**src/rtl/wdt_pkg.sv**
```systemverilog
package wdt_pkg;
  typedef enum logic {
    STG_IRQ = 1'b0,
    STG_WIN = 1'b1
  } wdt_stage_e;
endpackage

```
**src/rtl/wdt_limit.sv**
```systemverilog
module wdt_limit #(
  parameter int unsigned BASE_LOG2 = 12,
  parameter int unsigned STEP_LOG2 = 3,
  parameter int unsigned WIN_LOG2  = 9,
  parameter int unsigned CNT_W     = 23
) (
  input  logic [1:0]       sel_i,
  output logic [CNT_W-1:0] lim_last_o,
  output logic [CNT_W-1:0] win_last_o
);
  logic [CNT_W-1:0] last_tbl [4];

  for (genvar g = 0; g < 4; g++) begin : g_tbl
    localparam int unsigned EXP = BASE_LOG2 + g * STEP_LOG2;
    assign last_tbl[g] = CNT_W'((64'd1 << EXP) - 64'd1);
  end

  assign lim_last_o = last_tbl[sel_i];
  assign win_last_o = CNT_W'((64'd1 << WIN_LOG2) - 64'd1);
endmodule

```
**src/rtl/wdt_cfg.sv**
```systemverilog
module wdt_cfg (
  input  logic       clk_i,
  input  logic       rst_ni,
  input  logic       cfg_wr_i,
  input  logic [1:0] cfg_sel_i,
  input  logic       cfg_irq_en_i,
  input  logic       flag_clr_i,
  input  logic       timeout_i,
  output logic [1:0] sel_o,
  output logic       sel_chg_o,
  output logic       flag_o,
  output logic       irq_o
);
  logic [1:0] sel_q;
  logic       en_q;
  logic       flag_q;

  assign sel_chg_o = cfg_wr_i && (cfg_sel_i != sel_q);

  always_ff @(posedge clk_i or negedge rst_ni) begin
    if (!rst_ni) begin
      sel_q <= 2'b00;
      en_q  <= 1'b0;
    end else if (cfg_wr_i) begin
      sel_q <= cfg_sel_i;
      en_q  <= cfg_irq_en_i;
    end
  end

  // set dominates clear
  always_ff @(posedge clk_i or negedge rst_ni) begin
    if (!rst_ni)         flag_q <= 1'b0;
    else if (timeout_i)  flag_q <= 1'b1;
    else if (flag_clr_i) flag_q <= 1'b0;
  end

  assign sel_o  = sel_q;
  assign flag_o = flag_q;
  assign irq_o  = flag_q & en_q;

  assert_flag_sticky_R9: assert property (@(posedge clk_i) disable iff (!rst_ni)
    flag_q && !flag_clr_i |=> flag_q);
  assert_flag_set_R9: assert property (@(posedge clk_i) disable iff (!rst_ni)
    timeout_i |=> flag_q);
endmodule

```
**src/rtl/wdt_core.sv**
```systemverilog
module wdt_core
  import wdt_pkg::*;
#(
  parameter int unsigned CNT_W = 23
) (
  input  logic             clk_i,
  input  logic             rst_ni,
  input  logic             restart_i,
  input  logic             sel_chg_i,
  input  logic [CNT_W-1:0] lim_last_i,
  input  logic [CNT_W-1:0] win_last_i,
  output logic             timeout_o,
  output logic             rst_req_o
);
  wdt_stage_e       stage_q, stage_d;
  logic [CNT_W-1:0] cnt_q, cnt_d;
  logic             rst_req_d, rst_req_q;
  logic             irq_done, win_done;

  assign irq_done  = (stage_q == STG_IRQ) && (cnt_q == lim_last_i);
  assign win_done  = (stage_q == STG_WIN) && (cnt_q == win_last_i);
  assign timeout_o = irq_done && !restart_i && !sel_chg_i;

  always_comb begin
    stage_d   = stage_q;
    cnt_d     = cnt_q + 1'b1;
    rst_req_d = 1'b0;
    if (restart_i) begin
      stage_d = STG_IRQ;
      cnt_d   = '0;
    end else if (stage_q == STG_IRQ) begin
      if (sel_chg_i) begin
        cnt_d = '0;
      end else if (irq_done) begin
        stage_d = STG_WIN;
        cnt_d   = '0;
      end
    end else if (win_done) begin
      stage_d   = STG_IRQ;
      cnt_d     = '0;
      rst_req_d = 1'b1;
    end
  end

  always_ff @(posedge clk_i or negedge rst_ni) begin
    if (!rst_ni) begin
      stage_q   <= STG_IRQ;
      cnt_q     <= '0;
      rst_req_q <= 1'b0;
    end else begin
      stage_q   <= stage_d;
      cnt_q     <= cnt_d;
      rst_req_q <= rst_req_d;
    end
  end

  assign rst_req_o = rst_req_q;

  assert_cnt_in_irq_R3: assert property (@(posedge clk_i) disable iff (!rst_ni)
    stage_q == STG_IRQ |-> cnt_q <= lim_last_i);
  assert_cnt_in_win_R2: assert property (@(posedge clk_i) disable iff (!rst_ni)
    stage_q == STG_WIN |-> cnt_q <= win_last_i);
  assert_rst_single_R6: assert property (@(posedge clk_i) disable iff (!rst_ni)
    rst_req_q |=> !rst_req_q);
  assert_rst_from_win_R2: assert property (@(posedge clk_i) disable iff (!rst_ni)
    rst_req_q |-> stage_q == STG_IRQ && cnt_q == '0);
  assert_restart_cancels_R5: assert property (@(posedge clk_i) disable iff (!rst_ni)
    restart_i |=> !rst_req_q && cnt_q == '0);
endmodule

```
**src/rtl/wdt_two_stage.sv**
```systemverilog
module wdt_two_stage #(
  parameter int unsigned BASE_LOG2 = 12,
  parameter int unsigned STEP_LOG2 = 3,
  parameter int unsigned WIN_LOG2  = 9
) (
  input  logic       clk_i,
  input  logic       rst_ni,
  input  logic       cfg_wr_i,
  input  logic [1:0] cfg_sel_i,
  input  logic       cfg_irq_en_i,
  input  logic       restart_i,
  input  logic       flag_clr_i,
  output logic       irq_o,
  output logic       rst_req_o,
  output logic       flag_o,
  output logic [1:0] sel_o
);
  localparam int unsigned TOP_LOG2 = BASE_LOG2 + 3 * STEP_LOG2;
  localparam int unsigned CNT_W    = ((TOP_LOG2 > WIN_LOG2) ? TOP_LOG2 : WIN_LOG2) + 1;

  logic [CNT_W-1:0] lim_last, win_last;
  logic             sel_chg, timeout;
  logic [1:0]       sel;

  wdt_cfg u_cfg (
    .clk_i        (clk_i),
    .rst_ni       (rst_ni),
    .cfg_wr_i     (cfg_wr_i),
    .cfg_sel_i    (cfg_sel_i),
    .cfg_irq_en_i (cfg_irq_en_i),
    .flag_clr_i   (flag_clr_i),
    .timeout_i    (timeout),
    .sel_o        (sel),
    .sel_chg_o    (sel_chg),
    .flag_o       (flag_o),
    .irq_o        (irq_o)
  );

  wdt_limit #(
    .BASE_LOG2 (BASE_LOG2),
    .STEP_LOG2 (STEP_LOG2),
    .WIN_LOG2  (WIN_LOG2),
    .CNT_W     (CNT_W)
  ) u_limit (
    .sel_i      (sel),
    .lim_last_o (lim_last),
    .win_last_o (win_last)
  );

  wdt_core #(
    .CNT_W (CNT_W)
  ) u_core (
    .clk_i      (clk_i),
    .rst_ni     (rst_ni),
    .restart_i  (restart_i),
    .sel_chg_i  (sel_chg),
    .lim_last_i (lim_last),
    .win_last_i (win_last),
    .timeout_o  (timeout),
    .rst_req_o  (rst_req_o)
  );

  assign sel_o = sel;

  assert_sel_follows_wr_R8: assert property (@(posedge clk_i) disable iff (!rst_ni)
    cfg_wr_i |=> sel_o == $past(cfg_sel_i));
endmodule

```
**config.mk**
```make
export PLATFORM = sky130hd
export DESIGN_NAME = wdt_two_stage
export DESIGN_NICKNAME = d
export VERILOG_FILES = /design/src/rtl/wdt_pkg.sv /design/src/rtl/wdt_limit.sv /design/src/rtl/wdt_cfg.sv /design/src/rtl/wdt_core.sv /design/src/rtl/wdt_two_stage.sv
export SDC_FILE = /design/constraint.sdc
export NUM_CORES = 1
export LEC_CHECK = 0
export BUFFER_PORTS_ARGS = -buffer_cell sky130_fd_sc_hd__buf_4
export CORE_AREA = 2 2 63 65
export CTS_CLUSTER_SIZE = 24
export DETAILED_ROUTE_END_ITERATION = 8
export DIE_AREA = 0 0 65 67
export PLACE_DENSITY = 0.95
export SETUP_SLACK_MARGIN = 0.2
export SYNTH_ARGS = -nofsm -noshare
export SYNTH_HDL_FRONTEND = slang
export SYNTH_HIERARCHICAL = 1
export SYNTH_SLANG_ARGS = --single-unit
```
**constraint.sdc**
```tcl
create_clock -name clk_i -period 4.15 [get_ports clk_i]
set_input_delay 0.6225 -clock clk_i [delete_from_list [all_inputs] [get_ports clk_i]]
set_output_delay 0.6225 -clock clk_i [all_outputs]
set_load 0.05 [all_outputs]
```
[After elaboration in Yosys (flattened, before gate mapping)]
Cells that the tools add are included.
Widths: inputs -> output; s select.
Word-level totals
  flip-flop bits (word level): 28
  input bits: 8
  output and inout bits: 5
Cells by class
  add/subtract/negate cells: 1
  order comparisons: 1
  equality and inequality tests: 3
  multiplexer cells: 18
  bitwise operators: 3
  reductions and logical operators: 8
Operator list (number)
  $mux 22: 7
  $bmux 22 s2: 1
  $add 22x1->22 const B: 1
  $eq 22x22->1: 1
  $eq 22x9->1 const B: 1
  $mux 1: 10
  $logic_and 1x1->1: 5
  $ge 3x3->1 const B: 1
  $not 2->3: 1
  $logic_not 1->1: 2
  $ne 2x2->1: 1
  $reduce_bool 2->1: 1
  $and 1x1->1: 1
  $not 1->1: 1

[Depth between registers and ports, before layout]
  depth after elaboration: 10
  depth in mapped cells: 8
  gate-level depth less buffers: 6

[Modules after synthesis]
The synthesis kept the hierarchy.
Modules (own cells, without submodules)
  wdt_core: instances 1, cells an instance 196, area each 1816.7 um^2
  wdt_limit: instances 1, cells an instance 46, area each 336.6 um^2
  wdt_cfg: instances 1, cells an instance 13, area each 176.4 um^2

[Worst setup path after synthesis]
OpenSTA, ideal clock, no wires.
  path kind: register to register
  start point: register u_cfg.sel_q[1] (netlist: u_cfg/sel_o[1])
  end point: register u_core.cnt_q[12]
  library setup time: 140 ps
  data arrival time: 2169 ps
  data required time: 4010 ps
  path slack: 1841 ps
  stages on the path, launching flop included: 9
  period minus slack after synthesis: 2309 ps
  path through: dfrtp_1 -> or2_1 -> buf_4 -> xor2_1 -> nor4_1 -> nand2_1 -> nor2_1 -> clkbuf_1 -> nor4_1
On the way
  cells in the longest elaborated chain, start to end: 10
  elaborated cells on any way between the ends: 12
  those cells by class: 2 x eq/ne; 7 x mux; 1 x bitwise; 2 x reduce/logical
Ends and longest elaborated chain
  from (decl): RTL line wdt_cfg.sv:14  | logic [1:0] sel_q;
  from (signal assigned): RTL line wdt_cfg.sv:25  | sel_q <= cfg_sel_i;
  $not 2->3 (not written as such): RTL line wdt_limit.sv:18  | assign lim_last_o = last_tbl[sel_i];
  $bmux 22 s2: RTL line wdt_limit.sv:18
  $mux 22 (not written as such) (2 in series): RTL line wdt_limit.sv:18
  named net lim_last[12]: RTL line wdt_two_stage.sv:21  | logic [CNT_W-1:0] lim_last, win_last;
  $eq 22x22->1: RTL line wdt_core.sv:20  | assign irq_done = (stage_q == STG_IRQ) && (cnt_q == lim_last_i);
  $logic_and 1x1->1: RTL line wdt_core.sv:20
  $mux 22: RTL line wdt_core.sv:34  | end else if (irq_done) begin
  $mux 22: RTL line wdt_core.sv:32  | if (sel_chg_i) begin
  $mux 22: RTL line wdt_core.sv:31  | end else if (stage_q == STG_IRQ) begin
  $mux 22: RTL line wdt_core.sv:28  | if (restart_i) begin
  named net u_core.cnt_d[12]: RTL line wdt_core.sv:16  | logic [CNT_W-1:0] cnt_q, cnt_d;
  to (signal assigned): RTL line wdt_core.sv:52  | cnt_q <= cnt_d;
  to (decl): RTL line wdt_core.sv:16
The timed path passes the listed nets, and every way through them passes these cells. The select of a mux whose other input is x is not followed.
A chain may end at the register's enable or synchronous reset.

[Final worst setup path]
  start point: register u_cfg.sel_q[1] (netlist: u_cfg/sel_o[1])
  end point: register u_core.cnt_q[2]
The elaborated chain is that of the path after synthesis.

==> flow_summary_export.csv <==
group,metric,value,unit
critical_path,end_kind,"register",
run,cap_violations,0,
synth,ys_async_sr_fraction,100,%
final_layout,mostFrequentLayoutCell,"xor2_1",
route,wire_per_inst,16.3,µm
route,drt-initial-drc-count,80,
final_layout,area_delta_synth_final,-2.04,%
clock_tree,cts-root-buf,"clkbuf_8",
power,p_int,395,µW
power,seqPwrFrac,52.7,%
clock_tree,cts_tree,"done",
run_status,status,"finished clean",
placed_design,dp.cells,288,
die,die_area,0.00436,mm²
route,num_vias,1618,
die,die_y,67,µm
clock_tree,ctsResizeCount,0,
global_route,grt_max_degree,29,
sta,drv_slew,0,
power,max-vdd-ir-drop,0.000186,V
power,p_leak,1.06,nW
clock_tree,hold_buffers,0,
placed_design,dp.final_hpwl,3.31,mm
power,powerDensity,238,mW/mm²
final_layout,drive_above_1_share,13.9,%
power,clkPwrFrac,31.2,%
sta,final_hold_viol_count,0,
sta,finalCritPeriodShare,54.8,%
sta,setup_viol,0,
clock_tree,cts.sinks,28,
synth,ys_types,31,
route,wl,4.76,mm
power,p_sw_share,27.4,%
final_layout,layout_common_cells,"xor2_1 (49), conb_1 (35), nor4_1 (32), dfrtp_1 (28), xnor2_1 (17)",
die,core-area,0.00361,mm²
final_layout,antenna_cells,0,
clock_tree,clkTransAtPathRegs,90,ps
critical_path,crit_type,"reg2reg",
sta,min_period,2270,ps
die,fp.dieW,65,µm
clock_tree,cts_setup_buffers,0,
route,antenna_left,0,
die,ioPinCount,13,
power,power_switching,149,µW
route,drc,0,
global_route,grt_overflow,0,
clock_tree,cts-htree-levels,1,
sta,rsz0062_at_grt,"no",
synth,synth-edff-count,0,
sta,max_freq,0.440,GHz
clock_tree,cts_inserted_buffers,3,
die,row_count,22,
final_layout,nets,254,
clock_tree,clockBufferDepth,2,
synth,synth_seq_cells,28,
final_layout,stdcell_count,292,
placed_design,pre_cts_ws,1950,ps
sta,fin_ws,1880,ps
sta,skew,2.61,ps
synth,synthesis.area,0.00233,mm²
synth,avgSynthCellArea,9.14,µm²
critical_path,cp-start-kind,"register",
route,first_pass_iters,4,
placed_design,numPortBuffers,12,
global_route,grt_pass1_wl,8.36,mm
die,initial_core_util,64.6,%
power,p_comb_share,16.1,%
global_route,antenna_found_initial,0,
placed_design,place_congestion,0.931,
global_route,track_usage,25.6,%
critical_path,worstPathArrival,2420,ps
clock_tree,clk_latency,270,ps
synth,yosysSeqAreaShare,30.1,%
route,vias_per_cell,5.54,
synth,netlist_instances,255,
synth,ys_warn_count,6,
hold_path,hold_class,"in2async",
sta,fin_setup_tns,0,ps
power,power,543,µW
critical_path,crit_fanout,22,
global_route,grt_pass1_vias,1679,
synth,synthFlopType,"dfrtp_1",
critical_path,required,4300,ps
[worst paths after layout]
path,start,endpoint,slack (ps),cells past startpoint
hold reg to reg,u_cfg/flag_o,u_cfg/flag_o,520,1
setup / recovery,u_cfg/sel_o[1],u_core/cnt_q[2],1880,7
setup reg to reg,u_cfg/sel_o[1],u_core/cnt_q[2],1880,7
hold / removal,rst_ni,u_core/cnt_q[7],250,1
max in group asynchronous,rst_ni,u_cfg/sel_o[1],3620,1
min in group clk_i,restart_i,u_core/rst_req_o,520,2
[worst max-delay path, stage by stage (launching register included)]
cell	delay [ps]
dfrtp_1	500
or2_1	330
xor2_1	190
nor4_1	330
nand4_1	220
nor2_1	160
buf_4	290
nor4_1	120
[state kept, by name, indices dropped and copies added, names as in the netlist]
signal	flops
u_cfg/en_q	1
u_core/rst_req_o	1
u_core/cnt_q	22
u_cfg/sel_o	2
u_cfg/flag_o	1
u_core/stage_q	1
[power groups by stage]
| stage | Sequential [mW] | Clock [mW] | Combinational, mW |
|---|---|---|---|
| 5_1_grt | 0.288 | 0.182 | 0.0974 |
| 6_report | 0.286 | 0.170 | 0.0875 |
| 2_1_floorplan | 0.294 | 0 | 0.0882 |
| 3_5_place_dp | 0.292 | 0 | 0.0850 |
| 4_1_cts | 0.286 | 0.173 | 0.0859 |
| 3_3_place_gp | 0.291 | 0 | 0.0816 |
[metrics by stage]
stage                     utilization [%]  area [µm²]  hold slack, ps
final                                63.3        2280             252
after global routing                 63.3        2280             272
after CTS                            63.3        2280             263
after detailed placement             61.8        2230             500
after global placement               61.8        2230             485
after floorplan                         -        2450             327
[final cells by class]
| class | count | area [µm²] |
|---|---|---|
| sequential | 28 | 701 |
| clock buffer | 4 | 55.1 |
| multi-input combinational | 191 | 1330 |
| timing repair buffer | 16 | 120 |
| tap | 48 | 60.1 |
| fill | 301 | 1320 |
| inverter | 5 | 18.8 |
[kinds of logic after synthesis]
family                   synth area share [%]
XOR/XNOR                                 24.8
adder cells (fa/ha/maj)                 0.537
buffers and inverters                    18.3
flip-flops                               30.1
AO/OA/AOI/OAI                            1.40
multiplexers                             1.45
AND/OR/NAND/NOR                          23.1
other                                   0.322
[Yosys cell counts (2+ instances only)]
cell type  instances  area, µm²
dfrtp_1           28        701
nand3_1            8       40.0
nand4_4            2       42.5
nor2_1             8       30.0
clkbuf_1          15       56.3
nor4_1            32        200
nand2_1            7       26.3
buf_4             42        315
xor2_1            49        429
xnor2_1           17        149
or4_4              2       22.5
buf_2              6       30.0
conb_1             2       7.51
nor4_2             3       37.5
nand4_1            7       43.8
mux2_2             3       33.8
nor3_1             6       30.0
inv_1              5       18.8
[routing by layer]
metal  share of wire, %  vias up  global-route usage [%]
met2                 51       62                    44.5
met5                  0        -                       0
li1                   -      770                       -
met1                 41      773                    32.3
met3                5.1       13                    3.21
met4                2.8        0                    10.1
No activity file was read; power rests on OpenSTA's default activity.
